[config.mk]
export PLATFORM = sky130hd
export DESIGN_NAME = reset_sequencer
export DESIGN_NICKNAME = d
export VERILOG_FILES = /design/src/rtl/rstseq_pkg.sv /design/src/rtl/rstseq_straps.sv /design/src/rtl/rstseq_deadline.sv /design/src/rtl/reset_sequencer.sv
export SDC_FILE = /design/constraint.sdc
export NUM_CORES = 1
export LEC_CHECK = 0
export BUFFER_PORTS_ARGS = -buffer_cell sky130_fd_sc_hd__buf_4
export CAP_MARGIN = 20
export CORE_UTILIZATION = 51
export CTS_CLUSTER_DIAMETER = 120
export DETAILED_ROUTE_END_ITERATION = 6
export GPL_TIMING_DRIVEN = 0
export PLACE_DENSITY = 0.83
export SYNTH_ARGS = -nofsm -noshare
export SYNTH_HDL_FRONTEND = slang
export SYNTH_SLANG_ARGS = --single-unit
[constraint.sdc]
create_clock -name clk_i -period 1.7 [get_ports clk_i]
set_input_delay 0.17 -clock clk_i [delete_from_list [all_inputs] [get_ports clk_i]]
set_output_delay 0.17 -clock clk_i [all_outputs]
set_load 0.02 [all_outputs]
[src/rtl/rstseq_pkg.sv]
package rstseq_pkg;
  typedef enum logic [3:0] {
    ST_IDLE, ST_WCPL, ST_PLL, ST_LINK, ST_HSAMP, ST_STACK, ST_SPEED,
    ST_SREL, ST_MREL, ST_LOAD, ST_HCHK, ST_HALT, ST_NORMAL
  } seq_state_e;
endpackage

[src/rtl/rstseq_straps.sv]
module rstseq_straps #(
  parameter int MODE_W = 4,
  parameter int ADDR_W = 4,
  parameter logic [(1<<MODE_W)-1:0] TEST_MASK = '0,
  parameter logic [(1<<MODE_W)-1:0] LOAD_MASK = '0
) (
  input  logic              clk_i,
  input  logic              rst_ni,
  input  logic              capture_i,
  input  logic [MODE_W-1:0] mode_i,
  input  logic              slow_i,
  input  logic [ADDR_W-1:0] addr_i,
  output logic [MODE_W-1:0] mode_o,
  output logic              slow_o,
  output logic [ADDR_W-1:0] addr_o,
  output logic              is_test_o,
  output logic              needs_load_o
);
  always_ff @(posedge clk_i or negedge rst_ni) begin
    if (!rst_ni) begin
      mode_o <= '0;
      slow_o <= 1'b0;
      addr_o <= '0;
    end else if (capture_i) begin
      mode_o <= mode_i;
      slow_o <= slow_i;
      addr_o <= addr_i;
    end
  end

  assign is_test_o    = TEST_MASK[mode_o];
  assign needs_load_o = LOAD_MASK[mode_o];

  a_r1_hold_straps: assert property (@(posedge clk_i) disable iff (!rst_ni)
    !capture_i |=> $stable(mode_o) && $stable(addr_o) && $stable(slow_o));
endmodule

[src/rtl/rstseq_deadline.sv]
module rstseq_deadline #(
  parameter int LT_TICKS  = 20,
  parameter int CFG_TICKS = 100
) (
  input  logic clk_i,
  input  logic rst_ni,
  input  logic clear_i,
  input  logic start_i,
  input  logic tick_i,
  input  logic link_up_i,
  input  logic cfg_need_i,
  input  logic cfg_up_i,
  output logic timeout_o
);
  localparam int MAXT  = (CFG_TICKS > LT_TICKS) ? CFG_TICKS : LT_TICKS;
  localparam int CNT_W = $clog2(MAXT + 1);
  localparam logic [CNT_W-1:0] LT_LIM  = CNT_W'(LT_TICKS);
  localparam logic [CNT_W-1:0] CFG_LIM = CNT_W'(CFG_TICKS);
  localparam logic [CNT_W-1:0] SAT     = CNT_W'(MAXT);

  logic [CNT_W-1:0] cnt_q;
  logic             active_q;
  logic             late;

  assign late = active_q &&
                ((cnt_q >= LT_LIM && !link_up_i) ||
                 (cfg_need_i && cnt_q >= CFG_LIM && !cfg_up_i));

  always_ff @(posedge clk_i or negedge rst_ni) begin
    if (!rst_ni) begin
      cnt_q     <= '0;
      active_q  <= 1'b0;
      timeout_o <= 1'b0;
    end else if (clear_i) begin
      cnt_q     <= '0;
      active_q  <= 1'b0;
      timeout_o <= 1'b0;
    end else if (start_i) begin
      cnt_q    <= '0;
      active_q <= 1'b1;
    end else begin
      if (active_q && tick_i && cnt_q != SAT) cnt_q <= cnt_q + 1'b1;
      if (late) timeout_o <= 1'b1;
    end
  end

  a_r11_sticky: assert property (@(posedge clk_i) disable iff (!rst_ni)
    timeout_o && !clear_i |=> timeout_o);
  a_r10_clear: assert property (@(posedge clk_i) disable iff (!rst_ni)
    clear_i |=> !timeout_o);
endmodule

[src/rtl/reset_sequencer.sv]
module reset_sequencer
  import rstseq_pkg::*;
#(
  parameter int MODE_W    = 4,
  parameter int ADDR_W    = 4,
  parameter int CODE_W    = 4,
  parameter int LT_TICKS  = 20,
  parameter int CFG_TICKS = 100,
  parameter logic [(1<<MODE_W)-1:0] TEST_MASK = 16'hC000,
  parameter logic [(1<<MODE_W)-1:0] LOAD_MASK = 16'h0006
) (
  input  logic              clk_i,
  input  logic              rst_ni,
  input  logic              fund_rst_ni,
  input  logic              warm_req_i,
  output logic              warm_cpl_o,
  input  logic [MODE_W-1:0] strap_mode_i,
  input  logic              strap_slow_i,
  input  logic [ADDR_W-1:0] strap_addr_i,
  input  logic              halt_pin_i,
  input  logic              tick_i,
  output logic              pll_req_o,
  input  logic              pll_ack_i,
  output logic              link_train_o,
  output logic              stack_req_o,
  input  logic              stack_ack_i,
  output logic              ssmb_req_o,
  input  logic              ssmb_ack_i,
  output logic              msmb_req_o,
  input  logic              msmb_ack_i,
  output logic              ld_req_o,
  input  logic              ld_done_i,
  input  logic              ld_err_i,
  input  logic [CODE_W-1:0] ld_err_code_i,
  input  logic              halt_clr_i,
  output logic [MODE_W-1:0] mode_o,
  output logic [ADDR_W-1:0] ssmb_addr_o,
  output logic              msmb_slow_o,
  output logic              halt_o,
  output logic              done_o,
  output logic              err_o,
  output logic [CODE_W-1:0] err_code_o,
  output logic              timeout_o,
  output logic              core_rst_no,
  output logic              normal_o
);
  seq_state_e state_q;
  logic fund_q, capture, warm_go;
  logic strap_slow, is_test, needs_load;
  logic link_q, stack_up_q, ssmb_up_q;

  assign capture = fund_rst_ni & ~fund_q;
  assign warm_go = warm_req_i && state_q != ST_IDLE && state_q != ST_WCPL;

  rstseq_straps #(
    .MODE_W(MODE_W), .ADDR_W(ADDR_W),
    .TEST_MASK(TEST_MASK), .LOAD_MASK(LOAD_MASK)
  ) u_straps (
    .clk_i, .rst_ni,
    .capture_i   (capture),
    .mode_i      (strap_mode_i),
    .slow_i      (strap_slow_i),
    .addr_i      (strap_addr_i),
    .mode_o      (mode_o),
    .slow_o      (strap_slow),
    .addr_o      (ssmb_addr_o),
    .is_test_o   (is_test),
    .needs_load_o(needs_load)
  );

  rstseq_deadline #(.LT_TICKS(LT_TICKS), .CFG_TICKS(CFG_TICKS)) u_deadline (
    .clk_i, .rst_ni,
    .clear_i   (!fund_rst_ni),
    .start_i   (capture || state_q == ST_WCPL),
    .tick_i    (tick_i),
    .link_up_i (link_q),
    .cfg_need_i(!is_test),
    .cfg_up_i  (stack_up_q),
    .timeout_o (timeout_o)
  );

  always_ff @(posedge clk_i or negedge rst_ni) begin
    if (!rst_ni) begin
      state_q     <= ST_IDLE;
      fund_q      <= 1'b0;
      link_q      <= 1'b0;
      stack_up_q  <= 1'b0;
      ssmb_up_q   <= 1'b0;
      msmb_slow_o <= 1'b0;
      halt_o      <= 1'b0;
      done_o      <= 1'b0;
      err_o       <= 1'b0;
      err_code_o  <= '0;
    end else begin
      fund_q <= fund_rst_ni;
      if (!fund_rst_ni || warm_go) begin
        state_q     <= fund_rst_ni ? ST_WCPL : ST_IDLE;
        link_q      <= 1'b0;
        stack_up_q  <= 1'b0;
        ssmb_up_q   <= 1'b0;
        msmb_slow_o <= 1'b0;
        halt_o      <= 1'b0;
        done_o      <= 1'b0;
        err_o       <= 1'b0;
        err_code_o  <= '0;
      end else begin
        if (halt_clr_i && ssmb_up_q) halt_o <= 1'b0;
        unique case (state_q)
          ST_IDLE:   if (capture) state_q <= ST_PLL;
          ST_WCPL:   state_q <= ST_PLL;
          ST_PLL:    if (pll_ack_i) state_q <= ST_LINK;
          ST_LINK: begin
            link_q  <= 1'b1;             // training proceeds in background
            state_q <= ST_HSAMP;
          end
          ST_HSAMP: begin
            if (halt_pin_i) halt_o <= 1'b1;
            state_q <= ST_STACK;
          end
          ST_STACK: begin
            if (is_test) state_q <= ST_SPEED;
            else if (stack_ack_i) begin
              stack_up_q <= 1'b1;
              state_q    <= ST_SPEED;
            end
          end
          ST_SPEED: begin
            msmb_slow_o <= strap_slow;
            state_q     <= ST_SREL;
          end
          ST_SREL: if (ssmb_ack_i) begin
            ssmb_up_q <= 1'b1;
            state_q   <= ST_MREL;
          end
          ST_MREL:   if (msmb_ack_i) state_q <= ST_LOAD;
          ST_LOAD: begin
            if (!needs_load || ld_done_i) begin
              done_o  <= 1'b1;
              state_q <= ST_HCHK;
            end else if (ld_err_i) begin
              done_o     <= 1'b1;
              err_o      <= 1'b1;
              halt_o     <= 1'b1;
              err_code_o <= ld_err_code_i;
              state_q    <= ST_HCHK;
            end
          end
          ST_HCHK:   state_q <= halt_o ? ST_HALT : ST_NORMAL;
          ST_HALT:   if (halt_clr_i || !halt_o) state_q <= ST_NORMAL;
          ST_NORMAL: state_q <= ST_NORMAL;
          default:   state_q <= ST_IDLE;
        endcase
      end
    end
  end

  assign warm_cpl_o   = state_q == ST_WCPL;
  assign pll_req_o    = state_q == ST_PLL;
  assign stack_req_o  = state_q == ST_STACK && !is_test;
  assign ssmb_req_o   = state_q == ST_SREL;
  assign msmb_req_o   = state_q == ST_MREL;
  assign ld_req_o     = state_q == ST_LOAD && needs_load;
  assign link_train_o = link_q;
  assign normal_o     = state_q == ST_NORMAL;
  assign core_rst_no  = normal_o;

  a_r3_one_req: assert property (@(posedge clk_i) disable iff (!rst_ni)
    $onehot0({pll_req_o, stack_req_o, ssmb_req_o, msmb_req_o, ld_req_o}));
  a_r3_pll_hold: assert property (@(posedge clk_i) disable iff (!rst_ni)
    pll_req_o && !pll_ack_i && fund_rst_ni && !warm_req_i |=> pll_req_o);
  a_r3_link_first: assert property (@(posedge clk_i) disable iff (!rst_ni)
    (stack_req_o || ssmb_req_o || ld_req_o) |-> link_train_o);
  a_r2_cpl_then_pll: assert property (@(posedge clk_i) disable iff (!rst_ni)
    warm_cpl_o && fund_rst_ni |=> pll_req_o);
  a_r2_keep_mode: assert property (@(posedge clk_i) disable iff (!rst_ni)
    warm_cpl_o |=> $stable(mode_o));
  a_r5_no_stack_test: assert property (@(posedge clk_i) disable iff (!rst_ni)
    stack_req_o |-> !TEST_MASK[mode_o]);
  a_r8_err_done: assert property (@(posedge clk_i) disable iff (!rst_ni)
    err_o |-> done_o);
  a_r9_halt_core: assert property (@(posedge clk_i) disable iff (!rst_ni)
    halt_o |-> !core_rst_no);
  a_r10_idle: assert property (@(posedge clk_i) disable iff (!rst_ni)
    !fund_rst_ni |=> state_q == ST_IDLE && !done_o && !halt_o && !err_o);
endmodule

==> results.toml <==
[worst_hold_path]
hold_class = "input pin to flop"
hold_end = "u_straps.addr_o[3]"
worstHoldStart = "strap_addr_i[3]"
hold_depth = 2

[placed_design]
globalplace.congestion = 0.827
dp_hpwl_um = 2840
place_inst = 281
port_buffers = 51

[timing]
finalSetupViolations = 0
max_freq_mhz = 597
tightest_slew_ns = 0.417
setup_tns_ns = 0
hold_ws_ns = 0.0521
fin_crit_sh_pct = 98.6
rsz0062_at_grt = "true"
slew_violations = 0
finalHoldViolCount = 0
slew_headroom_pct = 72.2
finClkSkew_ns = 0.0147
period_minus_slack_ns = 1.68

[routing]
post-route-drc-count = 0
ant_nets = 0
first_iter_violations = 79
routed_wl_um = 4180
firstDrtPassIters = 4
via_per_inst = 5.46
post_drt_wl_per_cell_um = 14.0
vias = 1633

[clock_network]
htreeDepth = 2
cts_made_buffers = 5
clk_pin_slew_ns = 0.12
cts_buffer_depth = 2
clock_sinks = 34
cts_root_buffer = "clkbuf_4"
clk_latency_ns = 0.35
cts_tree = "done"

[worst_setup_path]
worst_path_largest_cell_delay_ns = 0.47
critPathArrivalTime_ns = 1.51
worst_setup_path_end_kind = "output pin"
worstPathCellList = "buf_8 > nor2_4 > and3_4 > buf_4 > buf_4"
cp_max_fo = 10
cp.required_ns = 1.53
start_kind = "flop"
r2r_cells = 6
timing.rr.start = "state_q[2]"
r2r-end = "state_q[0]"
cp_top_family = "flip-flops"
path_class = "flop to output pin"
critical_path_buf_inv_count = 3
cp_common_cell = "buf_4"
r2r_slack_ns = 0.03
worst_path_max_delay_cell = "dfrtp_2"

[pwr]
p_int_mw = 1.32
power_frac_comb_pct = 27.8
swShare_pct = 32.4
peakVddDrop_mv = 0.580
leakagePower_nw = 1.16
power_mw = 1.95
switchingPower_uw = 631
clockPowerShare_pct = 25.7
sequentialPowerShare_pct = 46.5
pwr_density_cell_nw_per_um2 = 787

[synth]
synthDistinctLibCells = 46
synth-seq-cells = 34
synth_area_leader_cell = "dfrtp_1"
yosysSeqAreaShare_pct = 47.0
async_flop_share_pct = 100
yosys-mux-area-fraction_pct = 10.0
synthesis.nets = 212
synth_compound_area_share_pct = 12.1
synth_top_area_share_pct = 47.0
syn-instance-count = 184
syn-cell-area_um2 = 1810
yosys-top-cells-area = "dfrtp_1, nor2_1, mux2_2"
synth_edf_count = 0
synth_xor_area_share_pct = 2.90
avgSynthCellArea_um2 = 9.84
synth_top_family_by_area = "simple AND/OR/NAND/NOR gates"
synth-simple-area-share_pct = 22.0
synthAdderAreaFrac_pct = 1.38
ys_warn_count = 0
synthFlopType = "dfrtp_1"

[outcome]
outcome = "finished, final reports clean"

[floorplan]
rows = 21
core_um2 = 3360
ios = 52
die_area_um2 = 3790
die_w_um = 61.6
die_height_um = 61.6
start_util_pct = 53.8

[grt]
overflow = 0
antenna_found_initial = 0
grt_max_degree = 35
grt_pass1_wl_um = 6580
grt_pass1_vias = 1479
track_usage_pct = 24.2

[final_layout]
nNetsFinal = 280
syn_to_final_growth_pct = 36.6
utilization_pct = 73.5
drive_above_1_share_pct = 41.5
mostFrequentLayoutCells = "buf_4, dfrtp_1, nor2_1"
diodes = 0
final_common_cell = "buf_4"
finalNonFillerCells = 299

[run]
cap_viol_max_count = 0
[timing repair]
| item | 4_1_cts | 5_1_grt |
|---|---|---|
| buffers inserted | 7 | 3 |
| hold buffers | 2 | 0 |
| pin swaps | 1 | 7 |
| hold endpoints to repair | 35 | 0 |
| setup endpoints to repair | 8 | 14 |
| gates resized for setup | 12 | 16 |
[cell families (layout without fill, tap and decap cells)]
kind of cell / after synthesis / after routing
AND/OR/NAND/NOR: 75 / 75
AO/OA/AOI/OAI: 34 / 34
flip-flops: 34 / 34
multiplexers: 17 / 17
buffers and inverters: 16 / 85
XOR/XNOR: 6 / 6
adder cells (fa/ha/maj): 2 / 2
[state kept, by name, summed over array words and instances (netlist names)]
register	cells
ssmb_up_q	1
link_train_o	1
u_straps.addr_o	4
u_straps.mode_o	4
err_code_o	4
fund_q	1
u_deadline.active_q	1
u_deadline.cnt_q	7
state_q	4
u_straps.slow_o	1
msmb_slow_o	1
err_o	1
done_o	1
u_deadline.timeout_o	1
halt_o	1
stack_up_q	1
[power groups by stage]
stage	clock [mW]	combinational, mW	sequential, mW
global route	0.531	0.578	0.915
global placement	0	0.448	0.915
CTS	0.499	0.521	0.894
detailed placement	0	0.453	0.916
finish	0.500	0.541	0.906
floorplan	0	0.244	0.944
[routing by layer]
metal  wire length [um]  track usage (%)  share of wire, %
met3                346             7.56               8.3
met4                 96             8.57               2.3
met5                  0                0                 0
met2               1910             39.8                46
met1               1830             30.1                44
[synth_stat cells, types with 2 or more instances]
library cell,number
clkbuf_1,3
inv_1,6
xor2_1,4
nor3_1,4
nand3_1,6
nand4_1,3
xnor2_1,2
o21ai_0,6
nor2b_1,3
and3_1,4
buf_2,3
nand2b_1,2
buf_4,3
nand2_1,10
and2b_1,2
nor2_1,29
ha_1,2
mux2i_1,8
a21oi_1,13
mux2_2,9
a21oi_2,2
nor4_1,3
dfrtp_1,34
[layout make-up]
cell class                 instances  area [um2]
buffer                             8        68.8
clock buffer                       6        51.3
clock inverter                     2        12.5
fill                             253         890
inverter                           6        22.5
multi-input combinational        134         912
sequential                        34         856
tap                               46        57.6
timing repair buffer              63         493
[worst register-to-register path: stages, from the launching register on]
cell	delay, ns
dfrtp_2	0.47
buf_6	0.13
or3_4	0.36
a21oi_2	0.14
o21ai_2	0.10
a31oi_2	0.21
mux2i_1	0.20
[metrics by stage]
stage                     worst slack, ns  cell area, um2
after floorplan                     0.111            1810
after global placement              0.141            2250
after detailed placement            0.123            2250
after CTS                        -0.00430            2420
after global routing              -0.0203            2470
final                              0.0246            2470
[worst max-delay path by stage]
stage | startpoint | to | slack (ns) | cells past startpoint
5_1_grt | state_q[2] | state_q[0] | -0.02 | 6
2_1_floorplan | state_q[3] | u_deadline.timeout_o | 0.11 | 6
3_3_place_gp | state_q[0] | normal_o | 0.14 | 5
3_5_place_dp | state_q[0] | normal_o | 0.12 | 5
6_report | state_q[1] | normal_o | 0.02 | 5
4_1_cts | state_q[1] | ld_req_o | -0.004 | 5
(Power assumes the default switching activity.)
